==> config.mk <==
export PLATFORM = sky130hd
export DESIGN_NAME = jab_hb_ctrl
export DESIGN_NICKNAME = d
export VERILOG_FILES = /design/src/rtl/jab_hb_pkg.sv /design/src/rtl/jab_timer.sv /design/src/rtl/hb_timer.sv /design/src/rtl/cp_select.sv /design/src/rtl/jab_hb_ctrl.sv
export SDC_FILE = /design/constraint.sdc
export NUM_CORES = 1
export LEC_CHECK = 0
export BUFFER_PORTS_ARGS = -buffer_cell sky130_fd_sc_hd__clkbuf_2
export CAP_MARGIN = 5
export CORE_UTILIZATION = 40
export DETAILED_ROUTE_END_ITERATION = 16
export GPL_TIMING_DRIVEN = 0
export HOLD_SLACK_MARGIN = 0.03
export PLACE_DENSITY = 0.66
export SLEW_MARGIN = 30
export SYNTH_ARGS = -nofsm -noshare
export SYNTH_HDL_FRONTEND = slang
export SYNTH_SLANG_ARGS = --single-unit
==> constraint.sdc <==
create_clock -name clk_i -period 2.9 [get_ports clk_i]
set_input_delay 0.87 -clock clk_i [delete_from_list [all_inputs] [get_ports clk_i]]
set_output_delay 0.87 -clock clk_i [all_outputs]
set_load 0.02 [all_outputs]
==> src/rtl/jab_hb_pkg.sv <==
package jab_hb_pkg;

  typedef enum logic {
    JAB_OPEN,
    JAB_LOCKED
  } jab_state_e;

  typedef enum logic [1:0] {
    HB_IDLE,
    HB_WAIT,
    HB_PULSE
  } hb_state_e;

  function automatic int unsigned max_u(input int unsigned a, input int unsigned b);
    return (a > b) ? a : b;
  endfunction

endpackage

==> src/rtl/jab_timer.sv <==
module jab_timer
  import jab_hb_pkg::*;
#(
  parameter int unsigned JAB_TICKS   = 8_000_000,
  parameter int unsigned UNJAB_TICKS = 100_000_000
) (
  input  logic clk_i,
  input  logic rst_ni,
  input  logic tx_valid_i,
  output logic locked_o
);

  localparam int unsigned CNT_MAX = max_u(JAB_TICKS, UNJAB_TICKS);
  localparam int unsigned CNT_W   = $clog2(CNT_MAX + 1);
  localparam logic [CNT_W-1:0] JAB_LAST   = CNT_W'(JAB_TICKS - 1);
  localparam logic [CNT_W-1:0] UNJAB_LAST = CNT_W'(UNJAB_TICKS - 1);

  jab_state_e       state_q, state_d;
  logic [CNT_W-1:0] cnt_q, cnt_d;

  // one counter serves both phases: active run while open, quiet run while locked
  always_comb begin
    state_d = state_q;
    cnt_d   = cnt_q;
    unique case (state_q)
      JAB_OPEN: begin
        if (!tx_valid_i) begin
          cnt_d = '0;
        end else if (cnt_q == JAB_LAST) begin
          state_d = JAB_LOCKED;
          cnt_d   = '0;
        end else begin
          cnt_d = cnt_q + CNT_W'(1);
        end
      end
      JAB_LOCKED: begin
        if (tx_valid_i) begin
          cnt_d = '0;
        end else if (cnt_q == UNJAB_LAST) begin
          state_d = JAB_OPEN;
          cnt_d   = '0;
        end else begin
          cnt_d = cnt_q + CNT_W'(1);
        end
      end
      default: begin
        state_d = JAB_OPEN;
        cnt_d   = '0;
      end
    endcase
  end

  always_ff @(posedge clk_i or negedge rst_ni) begin
    if (!rst_ni) begin
      state_q <= JAB_OPEN;
      cnt_q   <= '0;
    end else begin
      state_q <= state_d;
      cnt_q   <= cnt_d;
    end
  end

  assign locked_o = (state_q == JAB_LOCKED);

  p_lock_on_activity_r2: assert property (@(posedge clk_i) disable iff (!rst_ni)
    $rose(locked_o) |-> $past(tx_valid_i));

  p_unlock_on_quiet_r4: assert property (@(posedge clk_i) disable iff (!rst_ni)
    $fell(locked_o) |-> !$past(tx_valid_i));

  p_cnt_in_range_r4: assert property (@(posedge clk_i) disable iff (!rst_ni)
    (locked_o ? (cnt_q <= UNJAB_LAST) : (cnt_q <= JAB_LAST)));

endmodule

==> src/rtl/hb_timer.sv <==
module hb_timer
  import jab_hb_pkg::*;
#(
  parameter int unsigned HB_DELAY_TICKS = 220,
  parameter int unsigned HB_WIDTH_TICKS = 200
) (
  input  logic clk_i,
  input  logic rst_ni,
  input  logic tx_valid_i,
  input  logic hb_en_i,
  input  logic locked_i,
  output logic hb_win_o
);

  localparam int unsigned HB_MAX = max_u(HB_DELAY_TICKS, HB_WIDTH_TICKS);
  localparam int unsigned HB_W   = $clog2(HB_MAX + 1);
  localparam logic [HB_W-1:0] DLY_LAST = HB_W'(HB_DELAY_TICKS - 1);
  localparam logic [HB_W-1:0] WID_LAST = HB_W'(HB_WIDTH_TICKS - 1);

  hb_state_e       state_q, state_d;
  logic [HB_W-1:0] cnt_q, cnt_d;
  logic            tx_q;
  logic            tx_end;
  logic            start;

  assign tx_end = tx_q & ~tx_valid_i;
  // no SQE test after a lockout-truncated frame or with the strap off
  assign start  = tx_end & hb_en_i & ~locked_i;

  always_comb begin
    state_d = state_q;
    cnt_d   = cnt_q;
    if (start) begin
      state_d = HB_WAIT;
      cnt_d   = '0;
    end else begin
      unique case (state_q)
        HB_IDLE: cnt_d = '0;
        HB_WAIT: begin
          if (cnt_q == DLY_LAST) begin
            state_d = HB_PULSE;
            cnt_d   = '0;
          end else begin
            cnt_d = cnt_q + HB_W'(1);
          end
        end
        HB_PULSE: begin
          if (cnt_q == WID_LAST) begin
            state_d = HB_IDLE;
            cnt_d   = '0;
          end else begin
            cnt_d = cnt_q + HB_W'(1);
          end
        end
        default: begin
          state_d = HB_IDLE;
          cnt_d   = '0;
        end
      endcase
    end
  end

  always_ff @(posedge clk_i or negedge rst_ni) begin
    if (!rst_ni) begin
      state_q <= HB_IDLE;
      cnt_q   <= '0;
      tx_q    <= 1'b0;
    end else begin
      state_q <= state_d;
      cnt_q   <= cnt_d;
      tx_q    <= tx_valid_i;
    end
  end

  assign hb_win_o = (state_q == HB_PULSE) & hb_en_i;

  p_no_start_blocked_r7: assert property (@(posedge clk_i) disable iff (!rst_ni)
    (state_q == HB_IDLE && tx_q && !tx_valid_i && (locked_i || !hb_en_i))
      |=> state_q == HB_IDLE);

  p_pulse_after_wait_r5: assert property (@(posedge clk_i) disable iff (!rst_ni)
    (state_q == HB_PULSE && $past(state_q) != HB_PULSE) |-> $past(state_q) == HB_WAIT);

endmodule

==> src/rtl/cp_select.sv <==
module cp_select (
  input  logic coll_det_i,
  input  logic hb_win_i,
  input  logic locked_i,
  input  logic osc_i,
  output logic cp_en_o,
  output logic cp_o
);

  assign cp_en_o = coll_det_i | hb_win_i | locked_i;
  assign cp_o    = cp_en_o & osc_i;

endmodule

==> src/rtl/jab_hb_ctrl.sv <==
module jab_hb_ctrl #(
  parameter int unsigned JAB_TICKS      = 8_000_000,
  parameter int unsigned UNJAB_TICKS    = 100_000_000,
  parameter int unsigned HB_DELAY_TICKS = 220,
  parameter int unsigned HB_WIDTH_TICKS = 200
) (
  input  logic clk_i,
  input  logic rst_ni,
  input  logic tx_valid_i,
  input  logic coll_det_i,
  input  logic hb_en_i,
  input  logic osc_i,
  output logic tx_disable_o,
  output logic cp_en_o,
  output logic cp_o
);

  logic locked;
  logic hb_win;

  jab_timer #(
    .JAB_TICKS  (JAB_TICKS),
    .UNJAB_TICKS(UNJAB_TICKS)
  ) i_jab_timer (
    .clk_i     (clk_i),
    .rst_ni    (rst_ni),
    .tx_valid_i(tx_valid_i),
    .locked_o  (locked)
  );

  hb_timer #(
    .HB_DELAY_TICKS(HB_DELAY_TICKS),
    .HB_WIDTH_TICKS(HB_WIDTH_TICKS)
  ) i_hb_timer (
    .clk_i     (clk_i),
    .rst_ni    (rst_ni),
    .tx_valid_i(tx_valid_i),
    .hb_en_i   (hb_en_i),
    .locked_i  (locked),
    .hb_win_o  (hb_win)
  );

  cp_select i_cp_select (
    .coll_det_i(coll_det_i),
    .hb_win_i  (hb_win),
    .locked_i  (locked),
    .osc_i     (osc_i),
    .cp_en_o   (cp_en_o),
    .cp_o      (cp_o)
  );

  assign tx_disable_o = locked;

  p_jab_drives_cp_r3: assert property (@(posedge clk_i) disable iff (!rst_ni)
    tx_disable_o |-> cp_en_o);

  p_coll_drives_cp_r8: assert property (@(posedge clk_i) disable iff (!rst_ni)
    coll_det_i |-> cp_en_o);

  p_cp_quiet_r9: assert property (@(posedge clk_i) disable iff (!rst_ni)
    !cp_en_o |-> !cp_o);

endmodule

# Word-level counts from Yosys, hierarchy flattened
# Cells that the tools add are included.
[word_totals]
reg_bits = 39
inputBits = 6
wordCells = 45
[op_classes]
addsub = 2
n_eq_ne = 9
mux = 18
n_bitwise = 9
n_reduce_logical = 2
[ops]
columns = ["cell", "n"]
rows = [
  ["$mux 27", 4],
  ["$pmux 27 s2", 1],
  ["$add 27x1->27 const B", 1],
  ["$eq 27x23->1 const B", 1],
  ["$eq 27x27->1 const B", 1],
  ["$mux 8", 3],
  ["$eq 8x8->1 const B", 2],
  ["$pmux 8 s2", 1],
  ["$add 8x1->8 const B", 1],
  ["$mux 2", 3],
  ["$ne 3x1->1 const B", 2],
  ["$pmux 2 s3", 1],
  ["$and 1x1->1", 5],
  ["$mux 1", 4],
  ["$reduce_and 3->1", 1],
  ["$eq 2x1->1 const B", 1],
  ["$eq 2x2->1 const B", 1],
  ["$logic_not 2->1", 1],
  ["$ne 2x1->1 const B", 1],
  ["$not 1->1", 2],
  ["$or 1x1->1", 2],
  ["$pmux 1 s2", 1],
]

# Longest topological paths before layout
[logic_depth]
word_depth = 6
depth_mapped = 7

# Cells and area by module
# A second synthesis with hierarchy kept.
[hier_totals]
hier_cells = 228
area_unflattened_um2 = 2207.1
[by_module_without_submodules]
columns = ["module", "instances", "cells_each", "area_per_inst_um2", "seq_area_each_um2"]
rows = [
  ["jab_timer", 1, 169, 1596.5, 700.7],
  ["hb_timer", 1, 57, 594.3, 275.3],
  ["cp_select", 1, 2, 16.3, 0.0],
]

# Worst setup path before layout
# OpenSTA, ideal clock, no wires.
[synth_path]
path_type = "in2out"
start = "input hb_en_i"
end = "output cp_o"
arrival_ns = 1.490
required_time_ns = 2.030
path_slack_ns = 0.540
cell_stages = 2
path_cell_list = "a211o_1 > and2_1"
[synth_between]
elab_chain_cells = 4
[synth_lines]
columns = ["item", "line", "rtl"]
rows = [
  ["start: declaration", "jab_hb_ctrl.sv:11", "input logic hb_en_i,"],
  ["$and 1x1->1", "hb_timer.sv:75", "assign hb_win_o = (state_q == HB_PULSE) & hb_en_i;"],
  ["$or 1x1->1 (2 in a row)", "cp_select.sv:10", "assign cp_en_o = coll_det_i | hb_win_i | locked_i;"],
  ["$and 1x1->1", "cp_select.sv:11", "assign cp_o = cp_en_o & osc_i;"],
  ["end: declaration", "jab_hb_ctrl.sv:15", "output logic cp_o"],
]
# No other way between the ends.

# Final worst setup path
# Same ends and word-level chain as after synthesis.

==> metrics <==
run status complete, no violations; worst-margin pin slew 0.553 ns; final hold slack around 0.48 ns; Syn Std Cell Area 0.00227 mm²; commonest cells in the netlist 39 x dfrtp_1, 16 x nor2_1, 14 x a21oi_1, 14 x nand4_1, 12 x a22oi_1; crit path time final ~2.4 ns; CTS Root Cell clkbuf_8; CTS tree done; Placement Cell Area about 0.0024 mm²; final setup vio count 0; Worst R2R Setup Slack 0.76 ns; clock buffer count from CTS 5; Max Transition Viols Final 0; worst setup margin around 0.46 ns; Cell variety after synth 43; worst slack, placed around 0.45 ns; clock sinks 39; syn nets approximately 240; initial DRC count 120; clk buf depth 2; clk_lat worst skew between 0.2 and 0.3 ns; main flop type after synthesis dfrtp_1; Synth area leader dfrtp_1; Pleak between 0.9 and 1 nW; endpoints failing hold 0; FF+latch count, synth 39; H-tree levels 2; slew margin rel. 63.1%; post-cts resize count 0; Post-synth EDFFs 0; hold wc startpoint i_jab_timer.cnt_q[0]; Vias per Instance between 5 and 6; worst reg2reg path startpoint i_jab_timer.cnt_q[0]; WHS Path Cells 1; PD cells 409 mW/mm²; Post-DP HPWL approximately 3.3 mm; initial antenna violation count 0; design area 0.00248 mm²; CP Capture Type output pin; Hold/Removal Path Class reg -> reg; fraction of registers with async set/reset 100%; Pre-Repair DR Iteration Count 4; Power, Total about 1.0 mW; PortBufs 8; routed vias 1795; number of global-route vias before repair 1635; DRC 0; Syn Inst Count ~230; Critical Path Start Type input pin; area share of the largest cell type after synthesis 42.9%; top-count cell post-synth dfrtp_1; overall routed net length around 4.6 mm; Synth area leaders dfrtp_1 43%, xnor2_1 4.2%, a22oi_1 4.0%; crit path DAT about 1.6 ns; clk slew on worst S/H paths approximately 0.070 ns; GRT overflow 0; unrepaired setup endpoints after global routing no; Max Cap Viol 0; number of nets with antenna violations after routing 0; Die Height 77.4 µm; wire per inst between 10 and 15 µm; worst reg2reg endpoint i_jab_timer.cnt_q[19]; critical setup path kind in -> out; fillcell total around 520; Total GRT Usage between 10% and 20%; row count 27; share of the yosys chip area belonging to registers between 40% and 50%; final period utilization between 80% and 90%; first-pass GRT wire length about 8.0 mm; NumNets Final around 250; core area 0.00551 mm²; Hold Buf Count CTS 0; Setup Skew between 0.005 and 0.006 ns; hold path endpoint i_jab_timer.cnt_q[0]; share of layout cells above drive strength 1 13.8%; CP Data Required Time roughly 2.0 ns; Total Die Area around 0.0060 mm²; Post-Route Setup TNS 0 ns; setup bufs post-CTS 0; Yosys warnings 0; synth-to-layout area growth 9.03%; R2R depth 7; maximum vdd drop 166 µV; Initial Utilization 41.3%; Syn Area/Cell roughly 10 µm²; die width between 70 and 80 µm; CP Max Fanout 2; maximum clock frequency approximately 410 MHz; largest net degree at the start of global routing 40; routability cong. ~0.84; ant diodes 0; io pins 9
registers in the layout, summed over array words and instances (netlist names):
| name | cells |
|---|---|
| i_hb_timer.cnt_q | 8 |
| i_hb_timer.state_q | 2 |
| i_hb_timer.tx_q | 1 |
| i_jab_timer.cnt_q | 27 |
| i_jab_timer.locked_o | 1 |
power breakdown:
group / switching [mW] / leakage, nW / internal, mW
registers: 0.0126 / 0.537 / 0.560
clock network: 0.171 / 0.0371 / 0.160
logic: 0.0726 / 0.419 / 0.0386
metrics by stage:
step / cells / util, %
5_1_grt: 312 / 45.0
3_5_place_dp: 306 / 43.7
4_1_cts: 312 / 45.0
2_1_floorplan: 226 / -
3_3_place_gp: 306 / 43.6
6_report: 312 / 45.0
worst max path at each step:
stage                               start    to  slack (ns)  cells past startpoint
floorplan                         hb_en_i  cp_o        0.54                      2
global placement                  hb_en_i  cp_o        0.48                      4
detailed placement                hb_en_i  cp_o        0.45                      4
CTS                               hb_en_i  cp_o        0.44                      4
global route        i_hb_timer.state_q[0]  cp_o        0.39                      5
finish                            hb_en_i  cp_o        0.46                      4
area by class of cell:
cell class | instances | area, µm² | share of cell area [%]
Buffer | 11 | 77.6 | 3.13
Clock buffer | 6 | 72.6 | 2.93
Inverter | 10 | 37.5 | 1.51
Multi-Input combinational cell | 166 | 1180 | 47.7
Sequential cell | 39 | 976 | 39.4
Tap cell | 72 | 90.1 | 3.63
Timing Repair Buffer | 8 | 42.5 | 1.72
logic make-up after synthesis:
logic type      after synthesis  share of synthesized area [%]
compound gates               51                           16.2
xor+xnor                     18                           6.93
fa+ha+maj                     6                           3.30
buf+inv                      21                           5.06
flops                        39                           42.9
simple gates                 91                           25.6
per-layer routing:
metal / global-route usage [%] / wire length (µm) / vias to the layer above
li1: - / - / 886
met1: 24.1 / 2270 / 873
met2: 24.8 / 2100 / 30
met3: 2.82 / 150 / 6
met4: 6.23 / 70 / 0
met5: 0 / 0 / -
critical path: stages:
cell and delay (ns):
clkbuf_2 0.09, a211o_1 0.30, and2_1 0.16, clkbuf_2 0.15
placed cells by master, fill, tap and decap left out, types with 9 or more instances in the layout:
| master | n |
|---|---|
| a22oi_1 | 12 |
| dfrtp_1 | 39 |
| nand3_1 | 10 |
| nand4_1 | 14 |
| xnor2_1 | 11 |
| inv_1 | 10 |
| a21oi_1 | 14 |
| nor2_1 | 16 |
| o31ai_1 | 9 |
| or4_1 | 9 |
(Power assumes the default switching activity.)
